===== config.mk =====
export PLATFORM = sky130hd
export DESIGN_NAME = shram_lock_arbiter
export DESIGN_NICKNAME = d
export VERILOG_FILES = /design/src/rtl/arb_pkg.sv /design/src/rtl/arb_grant_fsm.sv /design/src/rtl/arb_ram.sv /design/src/rtl/arb_resp.sv /design/src/rtl/shram_lock_arbiter.sv
export SDC_FILE = /design/constraint.sdc
export NUM_CORES = 1
export LEC_CHECK = 0
export ABC_AREA = 1
export BUFFER_PORTS_ARGS = -buffer_cell sky130_fd_sc_hd__buf_4
export CAP_MARGIN = 20
export CORE_ASPECT_RATIO = 0.9
export CORE_MARGIN = 4
export CORE_UTILIZATION = 57
export CTS_CLUSTER_SIZE = 16
export DETAILED_ROUTE_END_ITERATION = 10
export HOLD_SLACK_MARGIN = 0.15
export PLACE_DENSITY = 0.73
export SYNTH_ARGS = -nofsm -noshare
export SYNTH_HDL_FRONTEND = slang
export SYNTH_SLANG_ARGS = --single-unit

===== constraint.sdc =====
create_clock -name clk -period 2.6 [get_ports clk]
set_input_delay 0.52 -clock clk [delete_from_list [all_inputs] [get_ports clk]]
set_output_delay 0.52 -clock clk [all_outputs]
set_load 0.005 [all_outputs]

===== src/rtl/arb_pkg.sv =====
package arb_pkg;

    // number of processors sharing the RAM
    localparam int NM = 2;

    // OPEN_x: cycle-by-cycle arbitration, tie favours x
    // HELD_x: x owns the RAM for an atomic sequence
    typedef enum logic [1:0] {
        ST_OPEN_A = 2'd0,
        ST_OPEN_B = 2'd1,
        ST_HELD_A = 2'd2,
        ST_HELD_B = 2'd3
    } arb_state_e;

endpackage


===== src/rtl/arb_grant_fsm.sv =====
module arb_grant_fsm
    import arb_pkg::*;
(
    input  logic          clk,
    input  logic          rst,
    input  logic [NM-1:0] req,
    input  logic [NM-1:0] we,
    input  logic [NM-1:0] hold,
    output logic [NM-1:0] grant,
    output arb_state_e    state
);

    arb_state_e state_q, state_d;

    // a granted read with hold asserted opens or continues a sequence
    logic [NM-1:0] seize;
    assign seize = hold & ~we;

    // state register
    always_ff @(posedge clk) begin
        if (rst) state_q <= ST_OPEN_A;
        else     state_q <= state_d;
    end

    // grant and next state
    always_comb begin
        grant   = '0;
        state_d = state_q;
        unique case (state_q)
            ST_OPEN_A: begin
                if (req[0]) begin
                    grant[0] = 1'b1;
                    state_d  = seize[0] ? ST_HELD_A : ST_OPEN_B;
                end else if (req[1]) begin
                    grant[1] = 1'b1;
                    state_d  = seize[1] ? ST_HELD_B : ST_OPEN_A;
                end
            end
            ST_OPEN_B: begin
                if (req[1]) begin
                    grant[1] = 1'b1;
                    state_d  = seize[1] ? ST_HELD_B : ST_OPEN_A;
                end else if (req[0]) begin
                    grant[0] = 1'b1;
                    state_d  = seize[0] ? ST_HELD_A : ST_OPEN_B;
                end
            end
            ST_HELD_A: begin
                if (req[0]) begin
                    grant[0] = 1'b1;
                    state_d  = seize[0] ? ST_HELD_A : ST_OPEN_B;
                end else begin
                    state_d  = hold[0] ? ST_HELD_A : ST_OPEN_B;
                end
            end
            ST_HELD_B: begin
                if (req[1]) begin
                    grant[1] = 1'b1;
                    state_d  = seize[1] ? ST_HELD_B : ST_OPEN_A;
                end else begin
                    state_d  = hold[1] ? ST_HELD_B : ST_OPEN_A;
                end
            end
            default: begin
                grant   = '0;
                state_d = ST_OPEN_A;
            end
        endcase
    end

    assign state = state_q;

    // a held write by the owner closes the sequence
    p_held_write_closes_r6: assert property (@(posedge clk) disable iff (rst)
        (state_q == ST_HELD_A && req[0] && we[0]) |=> (state_q == ST_OPEN_B));

    p_held_write_closes_b_r6: assert property (@(posedge clk) disable iff (rst)
        (state_q == ST_HELD_B && req[1] && we[1]) |=> (state_q == ST_OPEN_A));

    // the hold of a processor that loses a tie never seizes the RAM
    p_loser_hold_ignored_r7: assert property (@(posedge clk) disable iff (rst)
        (state_q == ST_OPEN_A && req[0] && req[1] && !hold[0]) |=> (state_q != ST_HELD_B));

endmodule


===== src/rtl/arb_ram.sv =====
module arb_ram #(
    parameter int ADDR_W = 6,
    parameter int DATA_W = 8
) (
    input  logic              clk,
    input  logic              wr,
    input  logic [ADDR_W-1:0] addr,
    input  logic [DATA_W-1:0] wdata,
    output logic [DATA_W-1:0] rdata
);

    localparam int DEPTH = 1 << ADDR_W;

    logic [DATA_W-1:0] mem [DEPTH];

    always_ff @(posedge clk) begin
        if (wr) mem[addr] <= wdata;
    end

    assign rdata = mem[addr];

endmodule


===== src/rtl/arb_resp.sv =====
module arb_resp
    import arb_pkg::*;
#(
    parameter int DATA_W = 8
) (
    input  logic                      clk,
    input  logic                      rst,
    input  logic [NM-1:0]             grant,
    input  logic [NM-1:0]             we,
    input  logic [DATA_W-1:0]         mem_rdata,
    output logic [NM-1:0]             rdy,
    output logic [NM-1:0][DATA_W-1:0] rdata
);

    // one response register set per processor
    for (genvar m = 0; m < NM; m++) begin : g_port
        always_ff @(posedge clk) begin
            if (rst) begin
                rdy[m]   <= 1'b0;
                rdata[m] <= '0;
            end else begin
                rdy[m] <= grant[m];
                if (grant[m] && !we[m]) rdata[m] <= mem_rdata;
            end
        end
    end

endmodule


===== src/rtl/shram_lock_arbiter.sv =====
module shram_lock_arbiter
    import arb_pkg::*;
#(
    parameter int ADDR_W = 6,
    parameter int DATA_W = 8
) (
    input  logic              clk,
    input  logic              rst,
    input  logic              req_a,
    input  logic              we_a,
    input  logic              hold_a,
    input  logic [ADDR_W-1:0] addr_a,
    input  logic [DATA_W-1:0] wdata_a,
    output logic              rdy_a,
    output logic [DATA_W-1:0] rdata_a,
    input  logic              req_b,
    input  logic              we_b,
    input  logic              hold_b,
    input  logic [ADDR_W-1:0] addr_b,
    input  logic [DATA_W-1:0] wdata_b,
    output logic              rdy_b,
    output logic [DATA_W-1:0] rdata_b
);

    logic [NM-1:0]             req_v, we_v, hold_v, grant, rdy_v;
    logic [NM-1:0][DATA_W-1:0] rdata_v;
    arb_state_e                state;

    logic [ADDR_W-1:0] ram_addr;
    logic [DATA_W-1:0] ram_wdata, ram_rdata;
    logic              ram_wr;

    assign req_v  = {req_b,  req_a};
    assign we_v   = {we_b,   we_a};
    assign hold_v = {hold_b, hold_a};

    arb_grant_fsm u_fsm (
        .clk   (clk),
        .rst   (rst),
        .req   (req_v),
        .we    (we_v),
        .hold  (hold_v),
        .grant (grant),
        .state (state)
    );

    // winner steers the single RAM port
    always_comb begin
        if (grant[1]) begin
            ram_addr  = addr_b;
            ram_wdata = wdata_b;
        end else begin
            ram_addr  = addr_a;
            ram_wdata = wdata_a;
        end
        ram_wr = |(grant & we_v);
    end

    arb_ram #(.ADDR_W(ADDR_W), .DATA_W(DATA_W)) u_ram (
        .clk   (clk),
        .wr    (ram_wr),
        .addr  (ram_addr),
        .wdata (ram_wdata),
        .rdata (ram_rdata)
    );

    arb_resp #(.DATA_W(DATA_W)) u_resp (
        .clk       (clk),
        .rst       (rst),
        .grant     (grant),
        .we        (we_v),
        .mem_rdata (ram_rdata),
        .rdy       (rdy_v),
        .rdata     (rdata_v)
    );

    assign rdy_a   = rdy_v[0];
    assign rdy_b   = rdy_v[1];
    assign rdata_a = rdata_v[0];
    assign rdata_b = rdata_v[1];

    // never two completions in one cycle
    p_single_ready_r2: assert property (@(posedge clk) disable iff (rst)
        $onehot0({rdy_b, rdy_a}));

    // a completion always follows a request
    p_ready_has_req_r2: assert property (@(posedge clk) disable iff (rst)
        rdy_a |-> $past(req_a));

    // a tie in an open state goes to the favoured processor
    p_tie_to_favoured_r4: assert property (@(posedge clk) disable iff (rst)
        (state == ST_OPEN_A && req_a && req_b) |=> (rdy_a && !rdy_b));

    p_tie_to_favoured_b_r4: assert property (@(posedge clk) disable iff (rst)
        (state == ST_OPEN_B && req_a && req_b) |=> (rdy_b && !rdy_a));

    // nothing reaches the other processor during a held sequence
    p_held_excludes_r5: assert property (@(posedge clk) disable iff (rst)
        (state == ST_HELD_A) |=> !rdy_b);

    p_held_excludes_b_r5: assert property (@(posedge clk) disable iff (rst)
        (state == ST_HELD_B) |=> !rdy_a);

    // read data moves only together with a ready pulse
    p_rdata_moves_with_rdy_r8: assert property (@(posedge clk) disable iff (rst)
        !$stable(rdata_a) |-> rdy_a);

    p_rdata_moves_with_rdy_b_r8: assert property (@(posedge clk) disable iff (rst)
        !$stable(rdata_b) |-> rdy_b);

endmodule


==> results of run 1 <==
==> what timing repair did <==
item	in CTS	in global routing
pin swaps	2	10
gates resized for setup	7	33
setup endpoints to repair	13	470
cloned	2	4
buffers inserted	2	13
==> synthesized netlist by cell type <==
library cell	number	area share, %
a21o_1	1	0.032
inv_2	4	0.064
nand2_4	2	0.096
a2111oi_0	1	0.037
edfxtp_1	512	65
nor2_1	125	2.0
nand3_1	283	6.0
nand4_1	21	0.56
nand3_4	1	0.074
nor2_2	3	0.080
buf_1	2	0.032
nand2_2	3	0.080
o221ai_1	1	0.037
o21ai_0	22	0.47
clkbuf_1	5	0.080
buf_4	18	0.57
o211ai_1	2	0.064
buf_2	62	1.3
o21ai_2	1	0.037
nor3_2	5	0.21
inv_1	521	8.3
o21ai_1	28	0.60
a31oi_1	2	0.053
nand2_1	683	11
o22ai_2	1	0.053
nor3_1	2	0.043
or2_2	32	0.85
dfxtp_1	20	1.7
a21oi_1	2	0.043
buf_6	7	0.33
==> worst max path at each step <==
| stage | slack, ps | depth (start not counted) | endpoint |
|---|---|---|---|
| global route | -60 | 19 | u_resp.rdata[3] |
| CTS | 7 | 16 | u_resp.rdata[2] |
| floorplan | 50 | 10 | u_ram.mem[34][0] |
| global placement | -230 | 14 | u_resp.rdata[12] |
| finish | 60 | 16 | u_resp.rdata[2] |
| detailed placement | -250 | 14 | u_resp.rdata[4] |
==> cells by family (layout without fill, tap and decap cells) <==
family          Yosys count  in the layout
compound gates           61             61
buf+inv                 619            896
flops                   532            532
simple gates           1160           1162
==> registers in the layout (all words and copies together), names as in the netlist <==
signal,count
u_ram.mem,512
u_resp.rdata,16
u_fsm.state,2
u_resp.rdy,2
==> power by group <==
part	leakage, nW	internal [mW]	switching [mW]
clock network	0.914	5.00	3.24
logic	6.96	1.03	2.07
registers	4.78	9.67	0.0442
==> layout make-up <==
type,instances,area share (%)
repair buffers,273,8.82
flip-flops and latches,532,55.9
inverters,525,6.99
clock buffers,56,4.74
well taps,540,2.40
multi-input cells,1223,19.2
clock inverters,42,1.88
==> metrics by stage <==
step	cell area, µm²	hold WS, ps	setup slack, ps
6_report	28200	255	63.1
2_1_floorplan	23500	538	50.6
4_1_cts	27900	238	7.34
3_3_place_gp	26000	550	-232
5_1_grt	28200	273	-56.0
3_5_place_dp	26000	585	-255
==> metal layers <==
metal | vias up | track usage [%] | wire length (µm)
met3 | 163 | 6.52 | 7370
li1 | 7966 | - | -
met2 | 1023 | 42.9 | 28900
met1 | 8229 | 37.8 | 24700
met5 | - | 0 | 13
met4 | 2 | 11.5 | 2290
==> critical path, delay by kind of cell (launching register included) <==
kind,cells,cell delay [ps]
AND/OR/NAND/NOR,12,1590
flip-flops,1,350
buffers and inverters,4,480
==> metrics.cfg, run 1 <==
[clock_tree]
ctsHoldBuffers = 0
clkTransAtPathRegs_ps = 70
root_buffer = clkbuf_16
cts_tree = built
clockBufferDepth = 3
cts_buffers = 52
cts.sinks = 532
htree_levels = 2
insertion_delay_ps = 600

[logic_synthesis]
syn_area_per_cell_um2 = 9.93
netlist_area_um2 = 23500
synth_top_family_by_area = simple AND/OR/NAND/NOR gates
synthSimpleGateAreaFrac_pct = 20.9
synth_compound_area_share_pct = 1.42
synth.area.mux_share_pct = 0
ys_seq_elements = 532
synth_cell_types = 30
synth_fa_ha_area_share_pct = 0
seq_area_frac_synth_pct = 67.0
synth_cells = 2372
syn_nets = 2408
yosys_warnings = 0
synth_xor_area_share_pct = 0

[grt]
grt_max_degree = 65
first_global_vias = 17100
grtUsageTotal_pct = 27.6
grt-ovfl-total = 0
grt_pass1_wl_um = 95000
antenna_found_initial = 1

[setup_path]
crit_chain = inv_2 -> nand2_4 -> nand3_4 -> nand2_4 -> nand2_8 -> buf_4 -> buf_4 -> or2_2 -> nand3_1 -> nand4_1 -> nand2_1 -> nand2_1 -> nor2_4 -> nand3_1 -> nand2_1 -> inv_1
setup.worst_path.start = u_fsm.state[0]
slowest_delay_ps = 350
crit_path_start_kind = flop
required_ps = 3100
reg2regPathDepth = 16
timing.rr.end = u_resp.rdata[2]
cp_common_cell = nand2_1
slowest_stage = dfxtp_2
regToRegStartpoint = u_fsm.state[0]
worstPathMaxFanout = 10
critPathArrivalTime_ps = 3040
crit_path_end_kind = flop
crit_type = reg -> reg
rrSetupSlack_ps = 60

[placement]
hpwl_um = 38200
io_buffers = 53
dp.cells = 3072
place.gp.congestion = 0.927

[final_layout]
drive_gt1_share_pct = 16.5
utilization_pct = 69.3
multi_input_area_um2 = 5430
nets = 2643
final_common_cell = nand2_1
antennaDiodeCount = 0
final_cell_mix = nand2_1, inv_1, edfxtp_1
layout.area.seq_um2 = 15800
layout.cells.non_filler = 3191
fill_cells = 2844
area_growth_pct = 19.8

[sta]
skew_ps = 23.0
fmax_mhz = 394
rsz0062_at_grt = yes
finalHoldViolCount = 0
setup_tns_ps = 0
post-route-period-util_pct = 97.6
worst_pin_slew_ps = 656
setup_viol = 0
drv_slew = 0
relSlewSlack_pct = 55.2
min_period_ps = 2540

[worst_hold_path]
hold_path.class = in -> reg
hold_path_end = u_resp.rdy[1]
holdCritStartpoint = rst
hold_depth = 2

[pwr]
ir_worst_vdd_mv = 0.598
leakage_nw = 12.7
power_mw = 21.0
powerDensity_nw_per_um2 = 746

[floorplanning]
die_w_um = 222
placementRows = 70
core_area_um2 = 40700
ios = 54
start_util_pct = 57.8
die_y_um = 201
dieArea_um2 = 44600

[route]
drtIter0Drc = 2193
avgViaCountPerCell = 5.45
dr.pass1.iters = 5
wirelength_um = 63300
drc = 0
num_vias = 17400
wl_per_cell_um = 19.8
antenna_left = 0

[outcome]
status = finished clean

[run]
cap_violations = 0

(Power assumes the default switching activity.)
==> run 2: changes to the inputs <==
--- a/config.mk
+++ b/config.mk
@@ -15,6 +15,7 @@
 export DETAILED_ROUTE_END_ITERATION = 10
 export HOLD_SLACK_MARGIN = 0.15
 export PLACE_DENSITY = 0.73
+export RECOVER_POWER = 25
 export SYNTH_ARGS = -nofsm -noshare
 export SYNTH_HDL_FRONTEND = slang
 export SYNTH_SLANG_ARGS = --single-unit
==> metrics.cfg, run 2 (synthesis results as in run 1) <==
[grt]
first_global_vias = 17100  ; unchanged
grt-ovfl-total = 0  ; unchanged
grt_max_degree = 65  ; unchanged
grtUsageTotal_pct = 27.6  ; unchanged
grt_pass1_wl_um = 95000  ; unchanged
antenna_found_initial = 1  ; unchanged

[route]
wl_per_cell_um = 19.8  ; -0.19%
num_vias = 17400  ; unchanged
drtIter0Drc = 2069  ; -5.7%
drc = 0  ; unchanged
antenna_left = 0  ; unchanged
wirelength_um = 63200  ; -0.19%
avgViaCountPerCell = 5.45  ; unchanged
dr.pass1.iters = 6  ; +1

[setup_path]
worstPathMaxFanout = 10  ; unchanged
crit_path_end_kind = flop
timing.rr.end = u_resp.rdata[2]
crit_type = reg -> reg
crit_path_start_kind = flop
reg2regPathDepth = 16  ; unchanged
regToRegStartpoint = u_fsm.state[0]
required_ps = 3100  ; about the same
rrSetupSlack_ps = 80  ; +20 ps
critPathArrivalTime_ps = 3020  ; -20 ps
setup.worst_path.start = u_fsm.state[0]
cp-endpoint = u_resp.rdata[2]

[sta]
fmax_mhz = 397  ; +0.78%
setup_viol = 0  ; unchanged
drv_slew = 0  ; unchanged
min_period_ps = 2520  ; -19.5 ps
post-route-period-util_pct = 96.8  ; -0.75 points
worst_slack_ps = 82.6  ; +19.5 ps
relSlewSlack_pct = 46.1  ; -9.1 points
finalHoldViolCount = 0  ; unchanged
rsz0062_at_grt = yes
skew_ps = 20.3  ; -2.63 ps
setup_tns_ps = 0  ; unchanged
worst_pin_slew_ps = 788  ; +133 ps

[floorplanning]
dieArea_um2 = 44600  ; unchanged
placementRows = 70  ; unchanged
die_y_um = 201  ; unchanged
ios = 54  ; unchanged
die_w_um = 222  ; unchanged
start_util_pct = 57.8  ; unchanged
core_area_um2 = 40700  ; unchanged

[final_layout]
antennaDiodeCount = 0  ; unchanged
multi_input_area_um2 = 5430  ; unchanged
largest_register_ffs = 512  ; unchanged
drive_gt1_share_pct = 16.4  ; -0.038 points
area_growth_pct = 19.7  ; about the same
final_common_cell = nand2_1
final_cell_mix = nand2_1, inv_1, edfxtp_1
layout.area.seq_um2 = 15800  ; unchanged
reg_top3 = u_ram.mem: 512 flops, u_resp.rdata: 16 flops
utilization_pct = 69.2  ; about the same
nets = 2643  ; unchanged
fill_cells = 2843  ; -0.035%
regMostFlops = u_ram.mem

[placement]
hpwl_um = 38200  ; unchanged
place.gp.congestion = 0.927  ; unchanged
post-place-ws_ps = -255  ; unchanged
io_buffers = 53  ; unchanged

[clock_tree]
root_buffer = clkbuf_16
clkTransAtPathRegs_ps = 70  ; about the same
insertion_delay_ps = 600  ; about the same
clockBufferDepth = 3  ; unchanged
cts_tree = built
ctsHoldBuffers = 0  ; unchanged
cts_buffers = 52  ; unchanged
cts.sinks = 532  ; unchanged
htree_levels = 2  ; unchanged

[run]
cap_violations = 0  ; unchanged

[pwr]
ir_worst_vdd_mv = 0.600  ; +0.41%
leakage_nw = 12.6  ; about the same
powerDensity_nw_per_um2 = 746  ; about the same

[worst_hold_path]
hold_path.class = in -> reg
hold_depth = 2  ; unchanged

[outcome]
status = finished clean

[run 2: cell count changes in the layout (fill, tap and decap cells not counted), sizes merged]
cell / delta
buf: -18
clkbuf: +18
[run 2: worst min-delay path by stage]
stage | from | endpoint
after floorplan | u_fsm.state[0] | u_fsm.state[0]
after global placement | u_fsm.state[0] | u_fsm.state[0]
after detailed placement | u_fsm.state[0] | u_fsm.state[0]
after CTS | rst | u_resp.rdy[1]
after global routing | rst | u_resp.rdy[1]
final | rst | u_resp.rdy[1]
[run 2: final cells by class]
cell class                      count  share of cell area [%]
Timing Repair Buffer              273                    8.81
Clock buffer                       56                    4.74
Tap cell                          540                    2.40
Inverter                          525                    6.99
Multi-Input combinational cell   1223                    19.2
Sequential cell                   532                    55.9
Clock inverter                     42                    1.88
[run 2: metrics by stage]
| step | cell area, µm² | power [mW] | hold slack [ps] | cells |
|---|---|---|---|---|
| 2_1_floorplan | 23500 | 11.4 | 538 | 2372 |
| 3_3_place_gp | 26000 | 12.6 | 550 | 3072 |
| 3_5_place_dp | 26000 | 12.7 | 585 | 3072 |
| 4_1_cts | 27900 | 20.9 | 238 | 3174 |
| 5_1_grt | 28200 | 21.7 | 273 | 3191 |
| 6_report | 28200 | 21.0 | 260 | 3191 |
[run 2: per-layer routing]
metal  share of wire (%)  track usage (%)  vias to the layer above  wire length, µm
met3                  11             6.52                      167             7180
met1                  39             37.8                     8228            24800
li1                    -                -                     7967                -
met4                 3.7             11.5                        2             2350
met2                  46             42.9                     1019            28800
met5               0.021                0                        -               13
[run 2: worst max-delay path, cell delays in order, from the launching register on]
cell and delay [ps]:
dfxtp_2 350, inv_2 80, nand2_4 110, nand3_4 100, nand2_4 180, nand2_8 160
buf_4 200, buf_4 160, or2_2 270, nand3_1 80, nand4_1 90, nand2_1 130
nand2_1 130, nor2_4 150, nand3_1 100, nand2_1 80, inv_1 40
[run 2: report_power, final]
part | switching, mW | total (mW) | internal, mW | leakage, nW
combinational | 2.06 | 3.08 | 1.02 | 6.95
clock | 3.23 | 8.24 | 5.00 | 0.914
sequential | 0.0434 | 9.71 | 9.67 | 4.78
[run 2: timing repair]
item                       CTS  global route
cloned                       2             4
buffers inserted             2            13
resized for setup            7            33
setup endpoints to repair   13           470
pin swaps                    2            10
